**config.mk**
```make
export PLATFORM = sky130hd
export DESIGN_NAME = rstc_top
export DESIGN_NICKNAME = d
export VERILOG_FILES = /design/src/rtl/rstc_pkg.sv /design/src/rtl/rstc_sync.sv /design/src/rtl/rstc_stretch.sv /design/src/rtl/rstc_cause.sv /design/src/rtl/rstc_top.sv
export SDC_FILE = /design/constraint.sdc
export NUM_CORES = 1
export LEC_CHECK = 0
export ABC_AREA = 1
export CORE_MARGIN = 5
export CORE_UTILIZATION = 45
export DETAILED_ROUTE_END_ITERATION = 10
export GPL_TIMING_DRIVEN = 0
export PLACE_DENSITY = 0.83
export SYNTH_ARGS = -nofsm -noshare
export SYNTH_HDL_FRONTEND = slang
export SYNTH_HIERARCHICAL = 1
export SYNTH_SLANG_ARGS = --single-unit
```
**constraint.sdc**
```tcl
create_clock -name clk -period 2.3 [get_ports clk]
set_input_delay 0.345 -clock clk [delete_from_list [all_inputs] [get_ports clk]]
set_output_delay 0.345 -clock clk [all_outputs]
set_load 0.01 [all_outputs]
```
**src/rtl/rstc_pkg.sv**
```systemverilog
package rstc_pkg;

    localparam int CAUSE_W = 32;
    localparam int NUM_SRC = 9;
    localparam int NUM_DOM = 3;

    // Source index doubles as the cause bit position.
    typedef enum int unsigned {
        SRC_POR = 0,
        SRC_EXT = 1,
        SRC_SWP = 2,
        SRC_WDP = 3,
        SRC_WDS = 4,
        SRC_HBP = 5,
        SRC_HBS = 6,
        SRC_SVC = 7,
        SRC_OSC = 8
    } src_e;

    typedef enum int unsigned {
        DOM_CORE = 0,
        DOM_PER  = 1,
        DOM_DBG  = 2
    } dom_e;

    typedef struct packed {
        logic dbg;
        logic per;
        logic core;
    } scope_t;

    typedef logic [NUM_SRC-1:0] src_vec_t;

    function automatic scope_t src_scope(input int unsigned src);
        scope_t s;
        case (src)
            SRC_POR: s = '{dbg: 1'b1, per: 1'b1, core: 1'b1};
            SRC_SWP: s = '{dbg: 1'b0, per: 1'b1, core: 1'b0};
            default: s = '{dbg: 1'b0, per: 1'b1, core: 1'b1};
        endcase
        return s;
    endfunction

    function automatic src_vec_t dom_sources(input int unsigned dom);
        src_vec_t m;
        logic [NUM_DOM-1:0] sc;
        m = '0;
        for (int i = 0; i < NUM_SRC; i++) begin
            sc = src_scope(i);
            m[i] = sc[dom];
        end
        return m;
    endfunction

endpackage

```
**src/rtl/rstc_sync.sv**
```systemverilog
module rstc_sync #(
    parameter int WIDTH  = 1,
    parameter int STAGES = 2
) (
    input  logic             clk,
    input  logic             arst,
    input  logic [WIDTH-1:0] d_i,
    output logic [WIDTH-1:0] q_o
);

    logic [STAGES-1:0][WIDTH-1:0] pipe_q;

    always_ff @(posedge clk or posedge arst) begin
        if (arst) begin
            pipe_q <= '0;
        end else begin
            pipe_q[0] <= d_i;
            for (int i = 1; i < STAGES; i++) begin
                pipe_q[i] <= pipe_q[i-1];
            end
        end
    end

    assign q_o = pipe_q[STAGES-1];

endmodule

```
**src/rtl/rstc_stretch.sv**
```systemverilog
module rstc_stretch #(
    parameter int MIN_PULSE = 8
) (
    input  logic clk,
    input  logic arst,
    input  logic req_i,
    output logic rst_o
);

    localparam int CNT_W = $clog2(MIN_PULSE + 1);
    localparam logic [CNT_W-1:0] RELOAD = CNT_W'(MIN_PULSE - 1);

    logic [CNT_W-1:0] cnt_q;
    logic             rst_q;

    always_ff @(posedge clk or posedge arst) begin
        if (arst) begin
            cnt_q <= RELOAD;
            rst_q <= 1'b1;
        end else if (req_i) begin
            cnt_q <= RELOAD;
            rst_q <= 1'b1;
        end else if (cnt_q != '0) begin
            cnt_q <= cnt_q - 1'b1;
            rst_q <= 1'b1;
        end else begin
            rst_q <= 1'b0;
        end
    end

    assign rst_o = rst_q;

    // Width monitor: high-cycle run length, saturating at MIN_PULSE.
    localparam int RUN_W = CNT_W + 1;
    logic [RUN_W-1:0] run_q;

    always_ff @(posedge clk or posedge arst) begin
        if (arst) begin
            run_q <= RUN_W'(MIN_PULSE);
        end else if (rst_o) begin
            if (run_q < RUN_W'(MIN_PULSE)) run_q <= run_q + 1'b1;
        end else begin
            run_q <= '0;
        end
    end


    req_holds_chk: assert property (@(posedge clk) disable iff (arst)
        req_i |=> rst_o);


    min_width_chk: assert property (@(posedge clk) disable iff (arst)
        $fell(rst_o) |-> (run_q >= RUN_W'(MIN_PULSE)));

endmodule

```
**src/rtl/rstc_cause.sv**
```systemverilog
module rstc_cause
    import rstc_pkg::*;
(
    input  logic               clk,
    input  logic               arst,
    input  src_vec_t           set_i,
    input  logic               wr_en,
    input  logic [CAUSE_W-1:0] wdata,
    output logic [CAUSE_W-1:0] rdata
);

    localparam src_vec_t POR_ONLY = src_vec_t'(1) << SRC_POR;

    src_vec_t cause_q;
    src_vec_t keep_mask;

    always_comb begin
        keep_mask = wr_en ? wdata[NUM_SRC-1:0] : '1;
    end

    always_ff @(posedge clk or posedge arst) begin
        if (arst) begin
            cause_q <= POR_ONLY;
        end else begin
            cause_q <= (cause_q & keep_mask) | set_i;
        end
    end

    assign rdata = {{(CAUSE_W-NUM_SRC){1'b0}}, cause_q};


    sticky_chk: assert property (@(posedge clk) disable iff (arst)
        !wr_en |=> (($past(cause_q) & ~cause_q) == '0));


    clear_chk: assert property (@(posedge clk) disable iff (arst)
        (wr_en && set_i == '0) |=> (cause_q == ($past(cause_q) & $past(wdata[NUM_SRC-1:0]))));


    or_chk: assert property (@(posedge clk) disable iff (arst)
        1'b1 |=> ((cause_q & $past(set_i)) == $past(set_i)));

endmodule

```
**src/rtl/rstc_top.sv**
```systemverilog
module rstc_top
    import rstc_pkg::*;
#(
    parameter int MIN_PULSE   = 8,
    parameter int SYNC_STAGES = 2
) (
    input  logic               clk,
    input  logic               por_i,
    input  logic               ext_rst_n,
    input  logic               sw_per_req,
    input  logic               wdt_por_req,
    input  logic               wdt_sys_req,
    input  logic               hib_por_req,
    input  logic               hib_sys_req,
    input  logic               svc_req,
    input  logic               osc_fail_req,
    input  logic               cause_wr,
    input  logic [CAUSE_W-1:0] cause_wdata,
    output logic [CAUSE_W-1:0] cause_rdata,
    output logic               core_rst_o,
    output logic               per_rst_o,
    output logic               dbg_rst_o
);

    src_vec_t           raw_req;
    src_vec_t           sync_req;
    logic [NUM_DOM-1:0] dom_req;
    logic [NUM_DOM-1:0] dom_rst;

    always_comb begin
        raw_req          = '0;
        raw_req[SRC_EXT] = ~ext_rst_n;
        raw_req[SRC_SWP] = sw_per_req;
        raw_req[SRC_WDP] = wdt_por_req;
        raw_req[SRC_WDS] = wdt_sys_req;
        raw_req[SRC_HBP] = hib_por_req;
        raw_req[SRC_HBS] = hib_sys_req;
        raw_req[SRC_SVC] = svc_req;
        raw_req[SRC_OSC] = osc_fail_req;
    end

    rstc_sync #(
        .WIDTH  (NUM_SRC),
        .STAGES (SYNC_STAGES)
    ) u_sync (
        .clk  (clk),
        .arst (por_i),
        .d_i  (raw_req),
        .q_o  (sync_req)
    );

    for (genvar d = 0; d < NUM_DOM; d++) begin : g_dom
        localparam src_vec_t MASK = dom_sources(d);

        assign dom_req[d] = |(sync_req & MASK);

        rstc_stretch #(
            .MIN_PULSE (MIN_PULSE)
        ) u_stretch (
            .clk   (clk),
            .arst  (por_i),
            .req_i (dom_req[d]),
            .rst_o (dom_rst[d])
        );
    end

    rstc_cause u_cause (
        .clk   (clk),
        .arst  (por_i),
        .set_i (sync_req),
        .wr_en (cause_wr),
        .wdata (cause_wdata),
        .rdata (cause_rdata)
    );

    assign core_rst_o = dom_rst[DOM_CORE];
    assign per_rst_o  = dom_rst[DOM_PER];
    assign dbg_rst_o  = dom_rst[DOM_DBG];


    dbg_por_only_chk: assert property (@(posedge clk) disable iff (por_i)
        !dbg_rst_o |=> !dbg_rst_o);


    core_rise_src_chk: assert property (@(posedge clk) disable iff (por_i)
        $rose(core_rst_o) |-> $past(dom_req[DOM_CORE]));

endmodule

```
Yosys cells after proc, flatten, opt, wreduce, memory -nomap -nowiden
Index checks and enable logic that the tools add are counted.
Operators by class
  reductions and logical operators: 7
  add/sub/neg operators: 3
  bitwise operators: 3
  mux-type cells: 11
Operator list (number)
  $mux W4: 5
  $reduce_bool A4 Y1: 3
  $sub A4 B1 Y4 const B: 3
  $and A9 B9 Y9: 1
  $mux W9: 1
  $or A9 B9 Y9: 1
  $reduce_or A8 Y1: 1
  $reduce_or A7 Y1: 1
  $mux W1: 5
  $reduce_bool A2 Y1: 2
  $not A1 Y1: 1
Word-level totals
  bits in registers: 40
  output and inout port bits: 35
  input port bits: 43
  logic and storage cells: 33

Logic depth before layout (Yosys ltp)
Gate-level depths: netlist of the first run.
  depth after elaboration: 3
  mapped depth: 9
  depth with buffers taken out: 8

By module
Netlist of the first run, hierarchy kept.
By module, submodules not included
  rstc_stretch: area an instance 291.5 µm², times used 3, cells an instance 33
  rstc_cause: area an instance 586.8 µm², times used 1, cells an instance 80
  rstc_sync: area an instance 521.8 µm², times used 1, cells an instance 28
  rstc_top: area an instance 47.5 µm², times used 1, cells an instance 11

Worst setup path after synthesis of the first run
No wires, ideal clock.
  path kind: flip-flop to flip-flop
  start: register u_sync.pipe_q, in the netlist u_sync/q_o[3]
  end: register g_dom[1].u_stretch.cnt_q[3]
  stages on the path, launching flop included: 9
  setup slack: 998 ps
  library setup time: 114 ps
  arrival: 1188 ps
  buffers on the path: 1
  cells stage by stage: dfrtp_1 buf_4 or2_1 nor2_2 nand2_1 inv_2 nand3_4 nand2_2 nor2_1
Between the ends
  cells in the longest elaborated chain, start to end: 2
  elaborated cells between the ends (all ways): 3
  classes of those cells: 1 x mux; 2 x reduce/logical
Ends and longest elaborated chain
  from (decl): RTL line rstc_sync.sv:11  | logic [STAGES-1:0][WIDTH-1:0] pipe_q;
  from (signal, indexed assignment): RTL line rstc_sync.sv:19  | pipe_q[i] <= pipe_q[i-1];
  $reduce_or A8 Y1 *: RTL line rstc_top.sv:55  | assign dom_req[d] = |(sync_req & MASK);
  named net dom_req[1]: RTL line rstc_top.sv:27  | logic [NUM_DOM-1:0] dom_req;
  $mux W4 or $reduce_bool A2 Y1 (tied branches)
  to (signal assigned): RTL line rstc_stretch.sv:24  | cnt_q <= cnt_q - 1'b1;
  to (decl): RTL line rstc_stretch.sv:13  | logic [CNT_W-1:0] cnt_q;
The timed path passes the listed nets; every way through them passes the cells marked *.
A chain may end at the register's enable or synchronous reset.

Final worst setup path of the first run
  start: register u_cause.cause_q[0]
  end: output port cause_rdata[0]
RTL lines
  from (decl): RTL line rstc_cause.sv:14  | src_vec_t cause_q;
  from (signal assigned): RTL line rstc_cause.sv:25  | cause_q <= (cause_q & keep_mask) | set_i;
  to (decl): RTL line rstc_top.sv:19  | output logic [CAUSE_W-1:0] cause_rdata,
No word-level cell between the ends.

==> impl_metrics.tcl, run 1 <==
set metrics [dict create \
    first_pass_iters 4 \
    seq_area_frac_synth_pct 52.6 \
    rr_worst_depth 8 \
    worstReg2RegEnd "g_dom[1].u_stretch/cnt_q[1]" \
    register_area_mm2 0.00107 \
    root_buffer "clkbuf_8" \
    dp.final_hpwl_um 2640 \
    cp_slowest_stage_delay_ps 530 \
    met1_usage_pct 14.9 \
    grt_pass1_vias 1337 \
    die_w_um 77.2 \
    cts_setup_buffers 0 \
    hold_end "u_cause/cause_q[0]" \
    fin_nets 326 \
    grt_busiest_layer "met2" \
    multi_input_comb_area_um2 637 \
    vias 1314 \
    grt-ovfl-total 0 \
    fillers 372 \
    max_slew.worst_pin.slew_ps 644 \
    cp-start-kind "flop" \
    antenna_found_initial 0 \
    maxCapViolCount 0 \
    final_common_cell "nand2_1" \
    finalCritPeriodShare_pct 73.2 \
    timing.final.max_slew_violations 0 \
    synthToLayoutAreaGrowth_pct 26.6 \
    ir_drop_v 0.000274 \
    holdWs_ps 333 \
    crit_family "flip-flops" \
    grt_pass1_wl_um 5960 \
    r2r_start "u_sync/q_o[3]" \
    powerDensity_mw_per_mm2 565 \
    critPathRequiredTime_ps 1960 \
    rsz0062_at_grt "no" \
    cts_tree "done" \
    core.rowCount 24 \
    grtUsageMet2_pct 20.5 \
    fmax_mhz 594 \
    avgSynthCellArea_um2 9.32 \
    ios 78 \
    die_y_um 77.2 \
    cts_resized 0 \
    cts_inserted_buffers 5 \
    initial_core_util_pct 46.6 \
    cp_slowest_cell "dfstp_2" \
    route.detailed.drc 0 \
    status "complete, no violations" \
    grtUsageTotal_pct 12.4 \
    synth_cells 218 \
    r2r_slack_ps 880 \
    ys_ff_latch 42 \
    synth_cell_type_count 20 \
    cts.htree.levels 2 \
    diodes 0 \
    grt_max_degree 19 \
    clkTransAtPathRegs_ps 70 \
    port_buffers 30 \
    gp_congestion 0.772 \
    clk_latency_ps 290 \
    numClockSinks 42 \
    cp_max_fo 2 \
    min_path_cells 4 \
    crit_type "flop to primary output" \
    relSlewSlack_pct 57.0 \
    mostFrequentLayoutCells "nand2_1 (54), inv_1 (39), buf_4 (32)" \
    min_from "cause_wr" \
    vias_per_cell 3.98 \
    layout-drive-gt1-share_pct 25.9 \
    worstPathArrival_ps 1340 \
    die_area_mm2 0.00596 \
    wirelength_um 3330 \
    cts_hold_buffers 0 \
    syn_area_mm2 0.00203 \
    finClkSkew_ps 10.4 \
    path_cells "clkdlybuf4s50_1" \
    met3_usage_pct 3.98 \
    crit_buf_inv 1 \
    yosys_warnings 6 \
    post_drt_wl_per_cell_um 10.1 \
    period_needed_ps 1680 \
    hold_viol_final 0 \
    fin_tns_setup_ps 0 \
    endpoint_kind "primary output" \
    drt_iter0_drc 77 \
    detail-route-antenna-nets 0 \
    leakage_nw 1.38 \
    core_mm2 0.00435 \
    clockBufferDepth 2 \
    hp-class "primary input to flop" \
    setup_viol 0 \
]
Yosys cell counts:
| cell type | number | area [µm²] |
|---|---|---|
| nand2_1 | 54 | 203 |
| inv_2 | 3 | 11.3 |
| nand3_4 | 3 | 52.6 |
| nor2_4 | 3 | 33.8 |
| nor3_1 | 1 | 5.00 |
| nand4_1 | 3 | 18.8 |
| dfstp_2 | 13 | 342 |
| o21ai_1 | 3 | 15.0 |
| or2_1 | 1 | 6.26 |
| dfrtp_1 | 29 | 726 |
| nand3_1 | 3 | 15.0 |
| ha_1 | 6 | 75.1 |
| nor2_2 | 1 | 6.26 |
| buf_4 | 32 | 240 |
| o21ai_2 | 6 | 52.6 |
| nand2_2 | 3 | 18.8 |
| nor2_1 | 12 | 45.0 |
| buf_6 | 1 | 11.3 |
| inv_1 | 39 | 146 |
| conb_1 | 2 | 7.51 |
layout make-up:
| cell class | instances | area share (%) |
|---|---|---|
| Multi-Input combinational cell | 123 | 24.8 |
| Tap cell | 52 | 2.53 |
| Buffer | 33 | 9.79 |
| Clock buffer | 7 | 3.36 |
| Timing Repair Buffer | 30 | 11.7 |
| Sequential cell | 42 | 41.5 |
| Clock inverter | 1 | 0.195 |
| Inverter | 42 | 6.13 |
registers in the layout, summed over array words and instances (netlist names):
register,cells
u_sync/pipe_q,9
u_cause/cause_q,9
g_dom.u_stretch/cnt_q,12
u_sync/q_o,9
g_dom.u_stretch/rst_o,3
cell families after synthesis:
group / count (synthesis) / share of synthesized area [%]
simple gates: 84 / 19.9
buf+inv: 75 / 20.1
flops: 42 / 52.6
compound gates: 9 / 3.33
fa+ha+maj: 6 / 3.70
other cells: 2 / 0.370
worst max path at each step:
stage | slack [ps] | end | depth (start not counted) | start
floorplan | 1000 | g_dom[1].u_stretch/cnt_q[3] | 8 | u_sync/q_o[3]
global placement | 910 | g_dom[1].u_stretch/cnt_q[3] | 8 | u_sync/q_o[3]
detailed placement | 880 | g_dom[0].u_stretch/cnt_q[2] | 8 | u_sync/q_o[3]
CTS | 600 | cause_rdata[0] | 1 | u_cause/cause_q[0]
global route | 570 | cause_rdata[0] | 1 | u_cause/cause_q[0]
finish | 620 | cause_rdata[0] | 1 | u_cause/cause_q[0]
per-stage QoR:
stage	util [%]	power (mW)	worst slack [ps]	instances	area (µm²)
floorplan	-	0.920	998	240	2110
global placement	56.9	0.984	911	322	2480
detailed placement	56.9	0.991	883	322	2480
CTS	59.0	1.47	603	330	2570
global route	59.0	1.53	570	330	2570
finish	59.0	1.45	616	330	2570
layer usage:
layer / wire [µm] / part of all wire [%]
met1: 1430 / 43
met4: 42 / 1.3
met3: 250 / 7.5
met5: 0 / 0
met2: 1610 / 48
worst min-delay path, delay by kind of cell:
kind                   cells  cell delay (ps)
buffers and inverters      1              110
and+or+nand+nor            3              160
where the power goes:
group | internal (mW) | total (mW) | switching, mW
logic | 0.0993 | 0.188 | 0.0883
clock network | 0.242 | 0.474 | 0.232
registers | 0.775 | 0.790 | 0.0144
Power figures use the tool's default switching activity.
==> run 2: changes to the inputs <==
--- a/config.mk
+++ b/config.mk
@@ -7,10 +7,10 @@
 export LEC_CHECK = 0
 export ABC_AREA = 1
 export CORE_MARGIN = 5
-export CORE_UTILIZATION = 45
+export CORE_UTILIZATION = 39
 export DETAILED_ROUTE_END_ITERATION = 10
 export GPL_TIMING_DRIVEN = 0
-export PLACE_DENSITY = 0.83
+export PLACE_DENSITY = 0.76
 export SYNTH_ARGS = -nofsm -noshare
 export SYNTH_HDL_FRONTEND = slang
 export SYNTH_HIERARCHICAL = 1
==> constraint.sdc (replaced) <==
create_clock -name clk -period 1.4 [get_ports clk]
set_input_delay 0.21 -clock clk [delete_from_list [all_inputs] [get_ports clk]]
set_output_delay 0.21 -clock clk [all_outputs]
set_load 0.01 [all_outputs]
==> run 2 against run 1 <==
  * First-iteration DRC count fell by 25%
  * Via count rose by 1.2%
  * Routed wire length fell by 0.78%
  * Non-clock buffer count rose by 2
  * Combinational power rose by 60%
  * Cell area rose by 2.4%
  * Cell count rose by 6.1%
  * Power rose by 63%
  * Clock-buffer cell count did not move
  * Largest cell class unchanged
  * Highest routed layer unchanged
==> impl_metrics.tcl, run 2 (synthesis gave the netlist of run 1 again) <==
set metrics [dict create \
    status "complete, no violations" \
    ios 78 \
    cts_hold_buffers 0 \
    regMostFlops "g_dom.u_stretch/cnt_q" \
    critPathRequiredTime_ps 1590 \
    layout-drive-gt1-share_pct 28.6 \
    grt_pass1_wl_um 5110 \
    grtUsageTotal_pct 10.2 \
    timing.final.max_slew_violations 0 \
    setup_viol 0 \
    leakage_nw 1.39 \
    endpoint_kind "flop" \
    r2r_slack_ps 100 \
    gp_congestion 0.736 \
    register_area_mm2 0.00107 \
    max_slew.worst_pin.slew_ps 628 \
    die_w_um 82.2 \
    hold_end "u_cause/cause_q[0]" \
    drt_iter0_drc 58 \
    fin_tns_setup_ps 0 \
    dp.final_hpwl_um 2530 \
    crit_type "flop to flop" \
    core_mm2 0.00507 \
    die_area_mm2 0.00675 \
    grt_pass1_vias 1175 \
    ir_drop_v 0.000620 \
    detail-route-antenna-nets 0 \
    cp-start-kind "flop" \
    final_common_cell "nand2_1" \
    grt-ovfl-total 0 \
    synthToLayoutAreaGrowth_pct 29.6 \
    initial_core_util_pct 40.0 \
    first_pass_iters 4 \
    min_from "cause_wr" \
    vias 1330 \
    clockBufferDepth 2 \
    antenna_found_initial 0 \
    diodes 0 \
    instances_no_fill 350 \
    clkTransAtPathRegs_ps 80 \
    hp-class "primary input to flop" \
    fillers 494 \
    cts_inserted_buffers 5 \
    root_buffer "clkbuf_8" \
    route.detailed.drc 0 \
    clk_latency_ps 290 \
    r2r_start "u_sync/q_o[3]" \
    numClockSinks 42 \
    port_buffers 30 \
    cp_max_fo 6 \
    powerDensity_mw_per_mm2 901 \
    cts.htree.levels 2 \
    largest_register_ffs 12 \
    finClkSkew_ps 5.12 \
    min_path_cells 4 \
    worstPathArrival_ps 1490 \
    mostFrequentLayoutCells "nand2_1 (51), inv_1 (39), buf_4 (34)" \
    fmax_mhz 767 \
    rr_worst_depth 7 \
    grt_max_degree 19 \
    post_drt_wl_per_cell_um 9.43 \
    wirelength_um 3300 \
    die_y_um 82.2 \
    vias_per_cell 3.80 \
    finalCritPeriodShare_pct 93.2 \
    power_mw 2.37 \
    maxCapViolCount 0 \
    core.rowCount 26 \
    dp.cells 340 \
    fin_nets 328 \
    worstReg2RegEnd "g_dom[0].u_stretch/cnt_q[3]" \
    period_needed_ps 1300 \
    cts_tree "done" \
    rsz0062_at_grt "no" \
    multi_input_comb_area_um2 661 \
    relSlewSlack_pct 58.1 \
    hold_viol_final 0 \
]
==> run 2: cell count changes in the layout (fill, tap and decap cells not counted), sizes merged <==
| cell | before | now |
|---|---|---|
| dlygate4sd2 | 0 | 9 |
| dlymetal6s2s | 0 | 3 |
| buf | 33 | 35 |
| clkdlybuf4s50 | 30 | 18 |
==> run 2: routing by layer <==
layer,up-vias,part of all wire (%),track usage [%]
li1,708,-,-
met1,576,43,11.6
met2,39,49,17.2
met3,7,6.4,2.06
met4,0,2.1,6.48
met5,-,0,0
==> run 2: final cells by class <==
class | instances | share of cell area [%]
Sequential cell | 42 | 40.5
Multi-Input combinational cell | 123 | 25.1
Timing Repair Buffer | 34 | 12.4
Buffer | 31 | 8.98
Inverter | 42 | 6.18
Tap cell | 70 | 3.33
Clock buffer | 7 | 3.28
Clock inverter | 1 | 0.190
==> run 2: worst max-delay path, cell delays in order (launching register included) <==
cell and delay [ps]:
dfrtp_1 380, or2_1 260, nor2_4 140, nand2_2 80
inv_4 90, nand3_4 120, nand2_2 90, nor2_1 40
==> run 2: worst max-delay path by stage <==
stage	startpoint	to	slack [ps]	depth (start not counted)
after floorplan	u_sync/q_o[3]	g_dom[1].u_stretch/cnt_q[3]	100	8
after global placement	u_sync/q_o[3]	g_dom[0].u_stretch/cnt_q[3]	5	8
after detailed placement	u_sync/q_o[3]	g_dom[1].u_stretch/cnt_q[2]	-20	8
after CTS	u_cause/cause_q[6]	cause_rdata[6]	5	1
after global routing	u_sync/q_o[1]	g_dom[0].u_stretch/cnt_q[3]	3	9
final	u_sync/q_o[3]	g_dom[0].u_stretch/cnt_q[3]	100	7
==> run 2: timing repair <==
item,CTS,global route
pin swaps,4,5
setup endpoints to repair,17,11
buffers inserted,2,2
cloned,0,0
gates resized for setup,14,7
hold endpoints to repair,0,0
==> run 2: power by group <==
group | switching [mW] | leakage, nW | internal [mW] | total, mW
registers | 0.0216 | 0.468 | 1.27 | 1.30
logic | 0.149 | 0.871 | 0.151 | 0.300
clock network | 0.379 | 0.0482 | 0.397 | 0.777
==> run 2: metrics by stage <==
step | area (µm²) | setup slack (ps) | hold WS [ps] | util [%]
floorplan | 2110 | 97.8 | -14.4 | -
CTS | 2600 | 4.91 | 172 | 51.3
global route | 2630 | 2.73 | 207 | 51.9
finish | 2630 | 95.5 | 180 | 51.9
detailed placement | 2500 | -18.7 | 335 | 49.3
global placement | 2500 | 5.05 | 333 | 49.3
